$ cat src/rtl/pec_pkg.sv
package pec_pkg;
  typedef enum logic [1:0] {
    SRC_HALT  = 2'b00,
    SRC_FAST  = 2'b01,
    SRC_SLOW  = 2'b10,
    SRC_PIN   = 2'b11
  } src_sel_e;

  localparam int PRESCALE_W = 8;
  localparam int SLOW_RATIO = 16;
  localparam int SYNC_DEPTH = 2;
endpackage

$ cat src/rtl/pin_sync_edge.sv
module pin_sync_edge #(
  parameter int STAGES = 2
) (
  input  logic clk,
  input  logic rst,
  input  logic pin_async,
  output logic rise_pulse
);
  logic [STAGES-1:0] chain_q;
  logic              last_q;

  always_ff @(posedge clk) begin
    if (rst) begin
      chain_q <= '0;
      last_q  <= 1'b0;
    end else begin
      chain_q <= {chain_q[STAGES-2:0], pin_async};
      last_q  <= chain_q[STAGES-1];
    end
  end

  assign rise_pulse = chain_q[STAGES-1] & ~last_q;
endmodule

$ cat src/rtl/src_select.sv
module src_select
  import pec_pkg::*;
#(
  parameter int SLOW_DIV = 16
) (
  input  logic     clk,
  input  logic     rst,
  input  src_sel_e sel,
  input  logic     pin_rise,
  output logic     src_evt
);
  logic slow_evt;

  generate
    if (SLOW_DIV <= 1) begin : g_no_div
      assign slow_evt = 1'b1;
    end else begin : g_div
      localparam int DW = $clog2(SLOW_DIV);
      localparam logic [DW-1:0] LAST = DW'(SLOW_DIV - 1);
      logic [DW-1:0] div_q;
      always_ff @(posedge clk) begin
        if (rst)                div_q <= '0;
        else if (div_q == LAST) div_q <= '0;
        else                    div_q <= div_q + 1'b1;
      end
      assign slow_evt = (div_q == LAST);
    end
  endgenerate

  always_comb begin
    unique case (sel)
      SRC_HALT: src_evt = 1'b0;
      SRC_FAST: src_evt = 1'b1;
      SRC_SLOW: src_evt = slow_evt;
      SRC_PIN:  src_evt = pin_rise;
      default:  src_evt = 1'b0;
    endcase
  end
endmodule

$ cat src/rtl/prescale_div.sv
module prescale_div #(
  parameter int PW = 8
) (
  input  logic          clk,
  input  logic          rst,
  input  logic [PW-1:0] limit,
  input  logic          evt_in,
  output logic          evt_out
);
  logic [PW-1:0] pos_q;

  always_ff @(posedge clk) begin
    if (rst) begin
      pos_q   <= '0;
      evt_out <= 1'b0;
    end else begin
      evt_out <= 1'b0;
      if (evt_in) begin
        if (pos_q >= limit) begin
          pos_q   <= '0;
          evt_out <= 1'b1;
        end else begin
          pos_q <= pos_q + 1'b1;
        end
      end
    end
  end
endmodule

$ cat src/rtl/event_count.sv
module event_count #(
  parameter int W = 32
) (
  input  logic         clk,
  input  logic         rst,
  input  logic         clr,
  input  logic         inc,
  output logic [W-1:0] value
);
  always_ff @(posedge clk) begin
    if (rst || clr) value <= '0;
    else if (inc)   value <= value + 1'b1;
  end
endmodule

$ cat src/rtl/prescaled_event_counter.sv
module prescaled_event_counter
  import pec_pkg::*;
#(
  parameter int CNT_W = 32,
  parameter int PSC_W = PRESCALE_W,
  parameter int SLOW_DIV = SLOW_RATIO,
  parameter int SYNC_N = SYNC_DEPTH
) (
  input  logic             clk,
  input  logic             rst,
  input  logic [1:0]       clk_sel,
  input  logic [PSC_W-1:0] prescale,
  input  logic             ext_in,
  input  logic             clr_wr,
  output logic [CNT_W-1:0] count,
  output logic             tick_out
);
  logic pin_rise;
  logic src_evt;

  pin_sync_edge #(.STAGES(SYNC_N)) u_sync (
    .clk(clk), .rst(rst), .pin_async(ext_in), .rise_pulse(pin_rise)
  );

  src_select #(.SLOW_DIV(SLOW_DIV)) u_sel (
    .clk(clk), .rst(rst), .sel(src_sel_e'(clk_sel)),
    .pin_rise(pin_rise), .src_evt(src_evt)
  );

  prescale_div #(.PW(PSC_W)) u_psc (
    .clk(clk), .rst(rst), .limit(prescale),
    .evt_in(src_evt), .evt_out(tick_out)
  );

  event_count #(.W(CNT_W)) u_cnt (
    .clk(clk), .rst(rst), .clr(clr_wr), .inc(tick_out), .value(count)
  );
endmodule

$ cat config.mk
export PLATFORM = sky130hd
export DESIGN_NAME = prescaled_event_counter
export DESIGN_NICKNAME = d
export VERILOG_FILES = /design/src/rtl/pec_pkg.sv /design/src/rtl/pin_sync_edge.sv /design/src/rtl/src_select.sv /design/src/rtl/prescale_div.sv /design/src/rtl/event_count.sv /design/src/rtl/prescaled_event_counter.sv
export SDC_FILE = /design/constraint.sdc
export NUM_CORES = 1
export LEC_CHECK = 0
export BUFFER_PORTS_ARGS = -buffer_cell sky130_fd_sc_hd__buf_2
export CAP_MARGIN = 5
export CORE_UTILIZATION = 31
export DETAILED_ROUTE_END_ITERATION = 6
export PLACE_DENSITY = 0.57
export SLEW_MARGIN = 20
export SYNTH_ARGS = -nofsm -noshare
export SYNTH_HDL_FRONTEND = slang
export SYNTH_HIERARCHICAL = 1
export SYNTH_SLANG_ARGS = --single-unit
$ cat constraint.sdc
create_clock -name clk -period 2.5 [get_ports clk]
set_input_delay 0.5 -clock clk [delete_from_list [all_inputs] [get_ports clk]]
set_output_delay 0.5 -clock clk [all_outputs]
set_load 0.1 [all_outputs]
==> results.json <==
{
  "ys_types": 47,
  "finClkSkew_ps": 11.6,
  "cts_setup_buffers": 0,
  "worstSetupStartpointType": "flop",
  "io_pins": 47,
  "rows": 32,
  "cts_tree": "yes",
  "worst-setup-path-type": "reg2reg",
  "clock_path_buffers": 2,
  "wire_per_inst_um": 12.4,
  "grt_pass1_wl_mm": 8.44,
  "grt_pass1_vias": 1849,
  "hold_path_class": "in2reg",
  "grt_use_total_pct": 12.5,
  "clockRootBuffer": "clkbuf_8",
  "avgSynthCellArea_um2": 9.16,
  "vias": 2058,
  "port_buffers": 46,
  "htree_num_levels": 2,
  "multi_input_area_um2": 1380,
  "cp_max_fo": 9,
  "async_reset_ff_share_pct": 0,
  "rsz0062_at_grt": "no",
  "grt_max_degree": 22,
  "fin_cells": 411,
  "dp_hpwl_mm": 3.71,
  "num-fill-cells": 821,
  "ff_latch_area_um2": 963,
  "utilization_pct": 36.8,
  "min_period_ps": 2110,
  "fp.coreArea_um2": 7690,
  "worst_setup_hold_path_clk_slew_ps": 90,
  "gr-total-overflow": 0,
  "start_util_pct": 31.8,
  "cp_slowest_cell": "a22o_1",
  "synth_seq_cells": 48,
  "final_nets": 333,
  "tightest_slew_ps": 504,
  "synth_flop_cell": "dfxtp_1",
  "outcome": "finished, final reports clean",
  "synth_edf_count": 0,
  "ys_warn_count": 6,
  "drive_gt1_share_pct": 25.2,
  "ant_nets": 0,
  "crit_path_start": "u_sel/g_div.div_q[0]",
  "route.detailed.drc": 0,
  "final_hold_viol_count": 0,
  "slew_viol_final": 0,
  "setup_viol": 0,
  "power.density_nw_per_um2": 465,
  "cts_hold_buf": 0,
  "max_slew_margin_pct": 66.7,
  "ys_seq_area_share_pct": 39.3,
  "drt_iter0_drc": 47,
  "antenna_found_initial": 0,
  "synthCells": 267,
  "p_leak_nw": 1.13,
  "area_delta_synth_final_pct": 15.5,
  "endpoint_kind": "flop",
  "diodes": 0,
  "cts_resized": 0,
  "insertion_delay_ps": 300,
  "reg2reg_from": "u_sel/g_div.div_q[0]",
  "die_x_um": 90.8,
  "synth_area_um2": 2450,
  "vias_per_cell": 5.01,
  "min_period_over_period_pct": 84.6,
  "clock.fmax_ghz": 0.473,
  "max_stage_delay_ps": 440,
  "ir_drop_v": 0.000173,
  "placedCellCount": 403,
  "clock-sinks": 48,
  "worstHoldStart": "ext_in",
  "routed_wl_mm": 5.11,
  "die_height_um": 90.8,
  "drv_cap": 0,
  "die_area_um2": 8250,
  "gp_congestion": 0.741,
  "syn_nets": 292,
  "required_ps": 2740,
  "dr.pass1.iters": 5,
  "cp.arrival_ps": 2360,
  "crit_chain": "ha_1, and3_4, a21oi_2, a31oi_2, o2111a_1, a22o_1, nor2b_1",
  "numCtsBuffers": 5,
  "setup_tns_ps": 0
}
==> metrics by stage <==
step	hold WS, ps	power, mW	area (um^2)	setup WS, ps
after CTS	409	1.33	2830	387
after floorplan	414	0.845	2450	86.7
after detailed placement	425	0.871	2740	400
after global placement	420	0.868	2740	409
final	413	1.31	2830	386
after global routing	419	1.38	2830	231
==> per-layer routing <==
metal | global-route usage, % | share of wire, % | vias up
met2 | 20.3 | 44 | 36
li1 | - | - | 1050
met5 | 0 | 0 | -
met3 | 3.79 | 5.2 | 7
met1 | 15.9 | 49 | 965
met4 | 3.97 | 1.2 | 0
==> power breakdown <==
group / internal (mW) / switching, mW
sequential: 0.773 / 0.00869
clock: 0.200 / 0.262
combinational: 0.0309 / 0.0381
==> Yosys cell counts, types with 9 or more instances <==
cell type / n / share of area, %
a21oi_1: 17 / 3.5
nand4_1: 11 / 2.8
inv_1: 10 / 1.5
nand2_1: 17 / 2.6
xor2_1: 12 / 4.3
nor2_1: 19 / 2.9
dfxtp_1: 48 / 39
or3_1: 12 / 3.1
ha_1: 11 / 5.6
o21ai_0: 9 / 1.8
==> worst paths after layout <==
| path | endpoint | cells after the start | slack [ps] |
|---|---|---|---|
| worst max register to register | u_psc/evt_out | 7 | 390 |
| worst min register to register | u_sync/chain_q[1] | 1 | 440 |
| worst min-delay path | u_sync/chain_q[0] | 2 | 410 |
| worst max-delay path | u_psc/evt_out | 7 | 390 |
==> logic make-up after synthesis <==
group                    Yosys count  synth area share (%)
XOR/XNOR                          20                  7.16
flip-flops                        48                  39.3
multiplexers                       5                  2.05
adder cells (fa/ha/maj)           11                  5.63
AND/OR/NAND/NOR                  117                  30.3
AO/OA/AOI/OAI                     43                  11.0
buffers and inverters             23                  4.50
==> state kept, by name, indices dropped and copies added (netlist names) <==
name               count
u_sync/last_q          1
u_sel/g_div.div_q      4
u_psc/evt_out          1
u_cnt/value           32
u_psc/pos_q            8
u_sync/chain_q         2
==> critical path, delay by kind of cell (launching register included) <==
family	cells	cell delay (ps)
AOI/OAI and AO/OA	4	1060
adders and majority gates	1	220
DFF	1	390
and+or+nand+nor	2	390
==> cell type report <==
class                      count  area share, %
multi-input combinational    196           48.6
clock inverter                 1          0.310
clock buffer                   7           2.70
sequential                    48           34.1
inverter                      10           1.33
tap                          102           4.52
timing repair buffer          47           8.41
==> cell usage in the layout (no fill, tap or decap), types with 2 or more instances in the layout <==
cell      synthesis  final
buf_2             3     46
dfxtp_1          48     46
nor2_1           19     19
a21oi_1          17     17
nand2_1          17     17
or3_1            12     12
xor2_1           12     12
nand4_1          11     11
ha_1             11     11
inv_1            10     10
o21ai_0           9      9
nand3_1           8      8
o31ai_1           8      8
or4_1             8      8
xnor2_1           8      8
nor3_2            8      8
clkbuf_8          0      5
and4_1            5      5
nand3_2           5      5
mux2i_1           5      5
nor3_1            4      4
nor2b_1           4      4
clkbuf_1          1      2
and3_1            2      2
and2_1            2      2
dfxtp_2           0      2
nor3b_1           2      2
and3_4            2      2
Power figures use the tool's default switching activity.
